$ cat config.mk
export PLATFORM = sky130hd
export DESIGN_NAME = pwr_seq_top
export DESIGN_NICKNAME = d
export VERILOG_FILES = /design/src/rtl/pwr_seq_pkg.sv /design/src/rtl/pwr_fsm.sv /design/src/rtl/clk_gate_ctl.sv /design/src/rtl/pwr_seq_top.sv
export SDC_FILE = /design/constraint.sdc
export NUM_CORES = 1
export LEC_CHECK = 0
export BUFFER_PORTS_ARGS = -buffer_cell sky130_fd_sc_hd__buf_2
export CORE_MARGIN = 1.5
export CORE_UTILIZATION = 35
export CTS_CLUSTER_DIAMETER = 50
export DETAILED_ROUTE_END_ITERATION = 8
export GPL_TIMING_DRIVEN = 0
export PLACE_DENSITY = 0.62
export SETUP_SLACK_MARGIN = 0.2
export SLEW_MARGIN = 20
export SYNTH_ARGS = -nofsm -noshare
export SYNTH_HDL_FRONTEND = slang
export SYNTH_SLANG_ARGS = --single-unit
$ cat constraint.sdc
create_clock -name clk -period 2.96 [get_ports clk]
set_input_delay 0.592 -clock clk [delete_from_list [all_inputs] [get_ports clk]]
set_output_delay 0.592 -clock clk [all_outputs]
set_load 0.01 [all_outputs]
$ cat src/rtl/pwr_seq_pkg.sv
package pwr_seq_pkg;

    localparam int WAKE_N = 4;

    typedef enum logic [2:0] {
        PH_OFF   = 3'd0,
        PH_DEEP  = 3'd1,
        PH_SLEEP = 3'd2,
        PH_XTAL  = 3'd3,
        PH_ON    = 3'd4,
        PH_PLL   = 3'd5
    } phase_e;

    typedef struct packed {
        logic rtc;
        logic core;
        logic xtal;
        logic pll;
    } dom_en_t;

    // Externally visible state code: both wake phases report Wake-up.
    function automatic logic [2:0] state_code(phase_e p);
        return (p == PH_PLL) ? 3'd3 : 3'(p);
    endfunction

    function automatic dom_en_t dom_for(phase_e p);
        dom_en_t d;
        d = '0;
        case (p)
            PH_DEEP:  d.rtc = 1'b1;
            PH_SLEEP: begin d.rtc = 1'b1; d.core = 1'b1; end
            PH_XTAL:  begin d.rtc = 1'b1; d.core = 1'b1; d.xtal = 1'b1; end
            PH_PLL, PH_ON: begin
                d.rtc = 1'b1; d.core = 1'b1; d.xtal = 1'b1; d.pll = 1'b1;
            end
            default: d = '0;
        endcase
        return d;
    endfunction

endpackage

$ cat src/rtl/pwr_fsm.sv
module pwr_fsm
    import pwr_seq_pkg::*;
#(
    parameter int CNT_W = 16
) (
    input  logic              clk,
    input  logic              rst,
    input  logic              chip_en,
    input  logic              sleep_req,
    input  logic              sleep_deep,
    input  logic [WAKE_N-1:0] wake_src,
    input  logic [CNT_W-1:0]  settle_cycles,
    input  logic              pll_locked,
    output phase_e            phase,
    output logic [WAKE_N-1:0] wake_ack
);

    phase_e             ph_q;
    logic [CNT_W-1:0]   cnt_q;
    logic [WAKE_N-1:0]  pend_q;
    logic [WAKE_N-1:0]  ack_q;

    always_ff @(posedge clk) begin
        if (rst || !chip_en) begin
            ph_q   <= PH_OFF;
            cnt_q  <= '0;
            pend_q <= '0;
            ack_q  <= '0;
        end else begin
            ack_q <= '0;
            case (ph_q)
                PH_OFF: begin
                    ph_q  <= PH_XTAL;
                    cnt_q <= '0;
                end
                PH_DEEP, PH_SLEEP: begin
                    ack_q <= wake_src;
                    if (|wake_src) begin
                        ph_q  <= PH_XTAL;
                        cnt_q <= '0;
                    end
                end
                PH_XTAL: begin
                    pend_q <= pend_q | wake_src;
                    if (cnt_q >= settle_cycles) begin
                        ph_q  <= PH_PLL;
                        cnt_q <= '0;
                    end else begin
                        cnt_q <= cnt_q + CNT_W'(1);
                    end
                end
                PH_PLL: begin
                    pend_q <= pend_q | wake_src;
                    if (pll_locked) ph_q <= PH_ON;
                end
                PH_ON: begin
                    ack_q  <= pend_q | wake_src;
                    pend_q <= '0;
                    if (sleep_req) ph_q <= sleep_deep ? PH_DEEP : PH_SLEEP;
                end
                default: ph_q <= PH_OFF;
            endcase
        end
    end

    assign phase    = ph_q;
    assign wake_ack = ack_q;

endmodule

$ cat src/rtl/clk_gate_ctl.sv
module clk_gate_ctl
    import pwr_seq_pkg::*;
#(
    parameter int              NBLK     = 8,
    parameter logic [NBLK-1:0] CLK_INIT = '1
) (
    input  logic            clk,
    input  logic            rst,
    input  logic            chip_en,
    input  phase_e          phase,
    input  logic            ctrl_wr,
    input  logic [NBLK-1:0] ctrl_data,
    input  logic            cpu_wfi,
    input  logic            cpu_irq,
    output logic [NBLK-1:0] blk_clk_en,
    output logic            cpu_clk_en
);

    logic [NBLK-1:0] ctrl_q;
    logic            gated_q;
    logic            on;

    assign on = (phase == PH_ON);

    always_ff @(posedge clk) begin
        if (rst || !chip_en || phase == PH_OFF) begin
            ctrl_q <= CLK_INIT;
        end else if (ctrl_wr) begin
            ctrl_q <= ctrl_data;
        end
    end

    always_ff @(posedge clk) begin
        if (rst || !on) begin
            gated_q <= 1'b0;
        end else if (cpu_irq) begin
            gated_q <= 1'b0;
        end else if (cpu_wfi) begin
            gated_q <= 1'b1;
        end
    end

    for (genvar i = 0; i < NBLK; i++) begin : g_blk
        assign blk_clk_en[i] = on & ctrl_q[i];
    end

    assign cpu_clk_en = on & ~gated_q;

endmodule

$ cat src/rtl/pwr_seq_top.sv
module pwr_seq_top
    import pwr_seq_pkg::*;
#(
    parameter int              NBLK     = 8,
    parameter int              CNT_W    = 16,
    parameter logic [NBLK-1:0] CLK_INIT = '1
) (
    input  logic              clk,
    input  logic              rst,
    input  logic              chip_en,
    input  logic              sleep_req,
    input  logic              sleep_deep,
    input  logic [3:0]        wake_src,
    input  logic [CNT_W-1:0]  settle_cycles,
    input  logic              pll_locked,
    input  logic              ctrl_wr,
    input  logic [NBLK-1:0]   ctrl_data,
    input  logic              cpu_wfi,
    input  logic              cpu_irq,
    output logic [2:0]        pwr_state,
    output logic              rtc_pwr,
    output logic              core_pwr,
    output logic              xtal_en,
    output logic              pll_en,
    output logic [NBLK-1:0]   blk_clk_en,
    output logic              cpu_clk_en,
    output logic              reg_clr,
    output logic [3:0]        wake_ack
);

    phase_e  phase;
    dom_en_t dom;

    pwr_fsm #(.CNT_W(CNT_W)) u_fsm (
        .clk           (clk),
        .rst           (rst),
        .chip_en       (chip_en),
        .sleep_req     (sleep_req),
        .sleep_deep    (sleep_deep),
        .wake_src      (wake_src),
        .settle_cycles (settle_cycles),
        .pll_locked    (pll_locked),
        .phase         (phase),
        .wake_ack      (wake_ack)
    );

    clk_gate_ctl #(.NBLK(NBLK), .CLK_INIT(CLK_INIT)) u_clk (
        .clk        (clk),
        .rst        (rst),
        .chip_en    (chip_en),
        .phase      (phase),
        .ctrl_wr    (ctrl_wr),
        .ctrl_data  (ctrl_data),
        .cpu_wfi    (cpu_wfi),
        .cpu_irq    (cpu_irq),
        .blk_clk_en (blk_clk_en),
        .cpu_clk_en (cpu_clk_en)
    );

    assign dom       = dom_for(phase);
    assign rtc_pwr   = dom.rtc;
    assign core_pwr  = dom.core;
    assign xtal_en   = dom.xtal;
    assign pll_en    = dom.pll;
    assign pwr_state = state_code(phase);
    assign reg_clr   = (phase == PH_OFF);

endmodule

==> results of run 1 <==
## layer usage
layer / vias to the layer above / global-route usage
li1: 1032 / -
met1: 916 / 0.192
met2: 43 / 0.268
met3: 8 / 0.0371
met4: 0 / 0.0466
met5: - / 0
## flip-flops by register name, indices dropped and copies added (netlist names)
register and cells:
u_fsm.cnt_q 16, u_clk.ctrl_q 8, u_fsm.pend_q 4, u_fsm.wake_ack 4, u_fsm.phase 3, u_clk.gated_q 1
## tightest hold or removal path, stage by stage, from the launching register on
cell and delay, ns:
dfxtp_1 0.32, mux2i_1 0.06, nand2_1 0.06
## area by class of cell
type                       count  area (um^2)  area share
tap                           75         93.8      0.0357
multi-input combinational    193         1300       0.493
buffer                        13         58.8      0.0224
clock buffer                   6         72.6      0.0276
sequential                    36          721       0.274
inverter                      19         71.3      0.0271
clock inverter                 2         35.0      0.0133
timing repair buffer          56          280       0.107
## power by group through the flow
| stage | Combinational [uW] | Sequential (uW) | Clock (uW) |
|---|---|---|---|
| finish | 132 | 493 | 426 |
| global route | 150 | 494 | 453 |
| floorplan | 78.4 | 505 | 0 |
| global placement | 131 | 504 | 0 |
| CTS | 132 | 493 | 436 |
| detailed placement | 132 | 504 | 0 |
## cell usage in the layout (no fill, tap or decap), types with 5 or more instances in the layout
cell	count
xnor2_1	5
xor2_1	11
and2_1	10
dfxtp_1	36
clkbuf_1	9
clkbuf_8	5
mux2i_1	9
nor2_1	11
nor3_1	21
nand4_1	5
inv_1	19
nand2_1	25
o21ai_0	10
a21oi_1	30
ha_1	17
buf_2	57
nand3_1	7
## metrics by stage
stage | setup WS (ns) | utilization
4_1_cts | 0.416 | 0.444
2_1_floorplan | 0.488 | -
6_report | 0.467 | 0.444
3_3_place_gp | 0.170 | 0.426
5_1_grt | 0.320 | 0.444
3_5_place_dp | 0.171 | 0.426
## cell families (layout without fill, tap and decap cells)
kind of cell             Yosys count  after routing  share of synthesized area
multiplexers                       9              9                     0.0420
adder cells (fa/ha/maj)           17             17                     0.0991
AO/OA/AOI/OAI                     55             55                      0.167
XOR/XNOR                          16             16                     0.0653
AND/OR/NAND/NOR                   96             96                      0.231
flip-flops                        36             36                      0.336
buffers and inverters             32             96                     0.0600
## how the worst max path moves through the flow
| stage | end | slack, ns | cells after the start |
|---|---|---|---|
| 6_report | u_fsm.cnt_q[5]$_SDFFE_PP0P_ | 0.47 | 9 |
| 5_1_grt | u_fsm.cnt_q[5]$_SDFFE_PP0P_ | 0.32 | 9 |
| 4_1_cts | core_pwr | 0.42 | 5 |
| 3_5_place_dp | u_fsm.cnt_q[13]$_SDFFE_PP0P_ | 0.17 | 9 |
| 3_3_place_gp | u_fsm.cnt_q[4]$_SDFFE_PP0P_ | 0.17 | 9 |
| 2_1_floorplan | u_fsm.cnt_q[4]$_SDFFE_PP0P_ | 0.49 | 8 |
## repair_timing
item | 4_1_cts | 5_1_grt
endpoints found under the setup margin | 0 | 1
resized for setup | 0 | 2
hold buffers | 0 | 0
==> impl_metrics.yaml, run 1 <==
worst_setup_path:
  worst-path-buf-inv: 3
  reg2reg_slack_ns: 0.53
  worstPathRequired_ns: 3.10
  crit_path_max_fanout: 10
  crit_start: "settle_cycles[15]"
  critPathSlowestCell: "or4_1"
  timing.rr.start: "u_fsm.cnt_q[15]$_SDFFE_PP0P_"
  path_cells: "buf_2, inv_1, ha_1, nand4_1, or4_1, o32a_2, a21boi_4, buf_6, nor3_1"
  arrival_ns: 2.64
  critPathKind: "in2reg"
  worstSetupEndpointType: "register"
  r2r_end: "u_fsm.cnt_q[5]$_SDFFE_PP0P_"
  max_stage_delay_ns: 0.55
  path_delay_family: "simple AND/OR/NAND/NOR gates"
  critPathLaunchType: "input port"
  ff2ff_path_depth: 7
timing:
  fin_crit_sh: 0.842
  finalSetupViolations: 0
  drv_slew: 0
  tightest_slew_ns: 0.707
  hold_viol_final: 0
  maxSlewHeadroom: 0.528
  setup_tns_ns: 0
  rsz0062_at_grt: "no"
  holdWs_ns: 0.463
  max_freq_ghz: 0.401
  finClkSkew_ns: 0.0145
  fin_crit_ns: 2.49
layout:
  diodes: 0
  drive_gt1_frac: 0.231
  finalNonFillerCells: 400
  finalNetCount: 378
  area_growth_pct: 22.5
  fillCellCount: 589
  final_cell_area_mm2: 0.00263
power:
  irDropWorstVdd_mv: 0.226
  combinationalPowerShare: 0.125
  p_leak_uw: 0.00121
  intPower_uw: 796
  clockPowerShare: 0.406
  seq_power_share: 0.469
  powerDensity_mw_per_mm2: 400
  power_uw: 1050
  switchingPower_uw: 255
  swShare: 0.242
clocking:
  post-cts-setup-buffer-count: 0
  cts_inserted_buffers: 5
  cts_max_path_buffers: 2
  cts_tree: "built"
  insertion_delay_ns: 0.29
  path_clk_slew_ns: 0.07
  cts.htree.levels: 2
  root_buffer: "clkbuf_8"
  numClockSinks: 36
drt:
  highest_layer: "met4"
  wl_per_cell_um: 12.1
  dr_total_vias: 1999
  wirelength_mm: 4.85
  antenna_left: 0
  wl_met1_mm: 2.27
  drc: 0
  met2WireLength_mm: 2.29
  drt_first_pass_iters: 4
  vias_per_cell: 5.00
  dr_wl_met3_um: 244
  drtIter0Drc: 67
floorplan:
  start_util: 0.363
  die_y_um: 81.3
  core.rowCount: 28
  io_pins: 58
  die_area_mm2: 0.00661
  core_area_mm2: 0.00592
  die_x_um: 81.3
synth:
  yosys.area.top_type: "dfxtp_1"
  ys_types: 39
  synth.most_common_cell: "dfxtp_1"
  ys_ff_latch: 36
  yosys_warnings: 0
  synthCells: 261
  async_flop_share: 0
  synth_top_area_frac: 0.336
  synth_ff_type: "dfxtp_1"
  synth_common_cells: "36 x dfxtp_1, 30 x a21oi_1, 25 x nand2_1"
  synth.area.top_cells: "dfxtp_1 34%, ha_1 9.9%, a21oi_1 7.0%"
  syn-num-nets: 315
  synth_area_per_cell_um2: 8.23
  synth_enable_flop_cells: 0
  synth_area_mm2: 0.00215
  yosysSeqAreaShare: 0.336
status:
  status: "finished, final reports clean"
grt:
  first_global_vias: 1878
  grt_start_max_net_pins: 12
  grt_overflow: 0
  grt_pass1_wl_mm: 8.11
  grt_usage: 0.156
  antenna_found_initial: 0
placed_design:
  dp.cells: 392
  place_area_mm2: 0.00252
  gp_congestion: 0.816
  hpwl_mm: 3.75
  port-buffer-count: 56
worst_hold_path:
  hold-path-endpoint: "u_clk.ctrl_q[4]$_SDFFE_PP1P_"
  hold_path_depth: 2
  hold_start: "u_clk.ctrl_q[4]$_SDFFE_PP1P_"
  hold_class: "reg2reg"
run:
  drv_cap: 0
Power figures use the tool's default switching activity.
==> inputs of run 2 (changes only) <==
--- a/config.mk
+++ b/config.mk
@@ -5,13 +5,14 @@
 export SDC_FILE = /design/constraint.sdc
 export NUM_CORES = 1
 export LEC_CHECK = 0
+export ABC_AREA = 1
 export BUFFER_PORTS_ARGS = -buffer_cell sky130_fd_sc_hd__buf_2
 export CORE_MARGIN = 1.5
 export CORE_UTILIZATION = 35
 export CTS_CLUSTER_DIAMETER = 50
 export DETAILED_ROUTE_END_ITERATION = 8
 export GPL_TIMING_DRIVEN = 0
-export PLACE_DENSITY = 0.62
+export PLACE_DENSITY = 0.64
 export SETUP_SLACK_MARGIN = 0.2
 export SLEW_MARGIN = 20
 export SYNTH_ARGS = -nofsm -noshare
==> constraint.sdc (replaced) <==
create_clock -name clk -period 2.22 [get_ports clk]
set_input_delay 0.444 -clock clk [delete_from_list [all_inputs] [get_ports clk]]
set_output_delay 0.444 -clock clk [all_outputs]
set_load 0.01 [all_outputs]
==> impl_metrics.yaml, run 2 <==
status:
  status: "finished, final reports clean"
power:
  clockPowerShare: 0.425
  seq_power_share: 0.453
  combinationalPowerShare: 0.121
  p_leak_uw: 0.00146
  irDropWorstVdd_mv: 0.365
  powerDensity_mw_per_mm2: 531
  intPower_uw: 1130
  switchingPower_uw: 335
  swShare: 0.229
placed_design:
  dp.cells: 440
  port-buffer-count: 56
  hpwl_mm: 3.53
  gp_congestion: 0.790
worst_setup_path:
  crit_path_max_fanout: 8
  critPathKind: "reg2out"
  reg2reg_slack_ns: 0.43
  timing.rr.start: "u_fsm.cnt_q[5]$_SDFFE_PP0P_"
  worstSetupEndpointType: "primary output"
  r2r_end: "u_fsm.cnt_q[9]$_SDFFE_PP0P_"
  arrival_ns: 1.44
  critPathLaunchType: "register"
  worstPathRequired_ns: 1.78
  ff2ff_path_depth: 13
synth:
  async_flop_share: 0
  synth_enable_flop_cells: 0
  synthCells: 309
  yosysSeqAreaShare: 0.323
  synth_top_area_frac: 0.323
  yosys_warnings: 0
  synth.most_common_cell: "nand2_1"
  synth.area.top_cells: "dfxtp_1 32%, nand2_1 11%, ha_1 9.5%"
  synth_common_cells: "66 x nand2_1, 51 x inv_1, 39 x nor2_1"
  ys_ff_latch: 36
  yosys.area.top_type: "dfxtp_1"
  ys_types: 35
  synth_ff_type: "dfxtp_1"
  synth_area_per_cell_um2: 7.22
  synth_area_mm2: 0.00223
  syn-num-nets: 363
timing:
  hold_viol_final: 0
  tightest_slew_ns: 0.829
  setup_tns_ns: 0
  finClkSkew_ns: 0.00659
  holdWs_ns: 0.317
  fin_crit_sh: 0.847
  max_freq_ghz: 0.532
  finalSetupViolations: 0
  maxSlewHeadroom: 0.443
  fin_crit_ns: 1.88
  drv_slew: 0
  rsz0062_at_grt: "no"
grt:
  antenna_found_initial: 0
  grt_overflow: 0
  grt_start_max_net_pins: 12
  first_global_vias: 1784
  grt_pass1_wl_mm: 7.53
  grt_usage: 0.131
layout:
  diodes: 0
  largest_reg_flops: 16
  final_cell_mix: "63 x nand2_1, 57 x buf_2, 51 x inv_1"
  regMostFlops: "u_fsm.cnt_q"
  area_growth_pct: 23.5
  fillCellCount: 634
  finalNetCount: 426
  finalNonFillerCells: 448
  reg.largest.list: "u_fsm.cnt_q x16, u_clk.ctrl_q x8"
  fin_util: 0.457
  drive_gt1_frac: 0.271
  layout_commonest_cell: "nand2_1"
clocking:
  numClockSinks: 36
  cts_inserted_buffers: 5
  cts_tree: "built"
  root_buffer: "clkbuf_8"
  path_clk_slew_ns: 0.07
  cts_max_path_buffers: 2
  cts-resized-gates: 2
  insertion_delay_ns: 0.28
  hold_buffers: 0
  cts.htree.levels: 2
  post-cts-setup-buffer-count: 0
worst_hold_path:
  hold_path_depth: 2
  hold-path-endpoint: "u_clk.gated_q$_SDFFE_PP0P_"
  hold_start: "cpu_irq"
  hold_class: "in2reg"
drt:
  wl_per_cell_um: 9.79
  antenna_left: 0
  drtIter0Drc: 30
  wirelength_mm: 4.39
  vias_per_cell: 4.48
  drc: 0
  drt_first_pass_iters: 6
  dr_total_vias: 2005
floorplan:
  die_y_um: 82.8
  start_util: 0.370
  die_x_um: 82.8
  core_area_mm2: 0.00603
  die_area_mm2: 0.00686
  core.rowCount: 28
  io_pins: 58
run:
  drv_cap: 0
[run 2: cell count changes after synthesis, sizes merged, moves of 7 or more]
cell / change
nor3: -14
o211ai: +7
inv: +34
nand2: +47
clkbuf: -7
and2: -10
mux2i: -8
a21oi: -11
nor2: +44
[run 2: power by group through the flow]
stage	Sequential (uW)	Combinational (uW)	Clock (uW)
global route	664	201	674
detailed placement	677	176	0
finish	663	178	622
global placement	677	173	0
CTS	662	177	643
floorplan	677	109	0
[run 2: metal layers]
metal | up-vias | global-route usage | share of wire
li1 | 1093 | - | -
met1 | 862 | 0.159 | 0.46
met2 | 45 | 0.220 | 0.47
met3 | 5 | 0.0398 | 0.058
met4 | 0 | 0.0409 | 0.013
met5 | - | 0 | 0
[run 2: cells by family (layout without fill, tap and decap cells)]
logic type	after synthesis	count (layout)	share of synthesized area
flip-flops	36	36	0.323
adder cells (fa/ha/maj)	17	17	0.0954
AND/OR/NAND/NOR	152	152	0.330
AO/OA/AOI/OAI	33	33	0.0920
XOR/XNOR	11	11	0.0432
multiplexers	1	1	0.00449
buffers and inverters	59	123	0.112
[run 2: final cells by class]
cell class | count | area [um^2] | area share
multi-input combinational | 214 | 1280 | 0.464
sequential | 36 | 722 | 0.262
timing repair buffer | 56 | 280 | 0.102
inverter | 53 | 204 | 0.0741
clock buffer | 7 | 96.3 | 0.0350
tap | 75 | 93.8 | 0.0341
buffer | 6 | 48.8 | 0.0177
clock inverter | 1 | 30.0 | 0.0109
[run 2: metrics by stage]
step                setup slack (ns)  area, um^2  power, uW
floorplan                      0.509        2230        786
global placement               0.283        2600        849
detailed placement             0.248        2600        852
CTS                            0.192        2730       1480
global route                   0.210        2750       1540
finish                         0.341        2750       1460
[run 2: critical path: stages (launching register included)]
cell     delay [ns]
dfxtp_1        0.29
buf_2          0.17
nor2_1         0.22
nand2_2        0.12
nand2_2        0.13
nor2_1         0.06
inv_1          0.05
buf_2          0.12
[run 2: how the worst max path moves through the flow]
| stage | start | end | slack [ns] | cells after the start |
|---|---|---|---|---|
| floorplan | settle_cycles[11] | u_fsm.cnt_q[11]$_SDFFE_PP0P_ | 0.51 | 10 |
| global placement | settle_cycles[7] | u_fsm.cnt_q[11]$_SDFFE_PP0P_ | 0.28 | 15 |
| detailed placement | settle_cycles[7] | u_fsm.cnt_q[11]$_SDFFE_PP0P_ | 0.25 | 15 |
| CTS | u_fsm.phase[1]$_SDFFE_PP0P_ | blk_clk_en[0] | 0.19 | 6 |
| global route | u_fsm.phase[1]$_SDFFE_PP0P_ | xtal_en | 0.21 | 7 |
| finish | u_fsm.phase[1]$_SDFFE_PP0P_ | xtal_en | 0.34 | 7 |
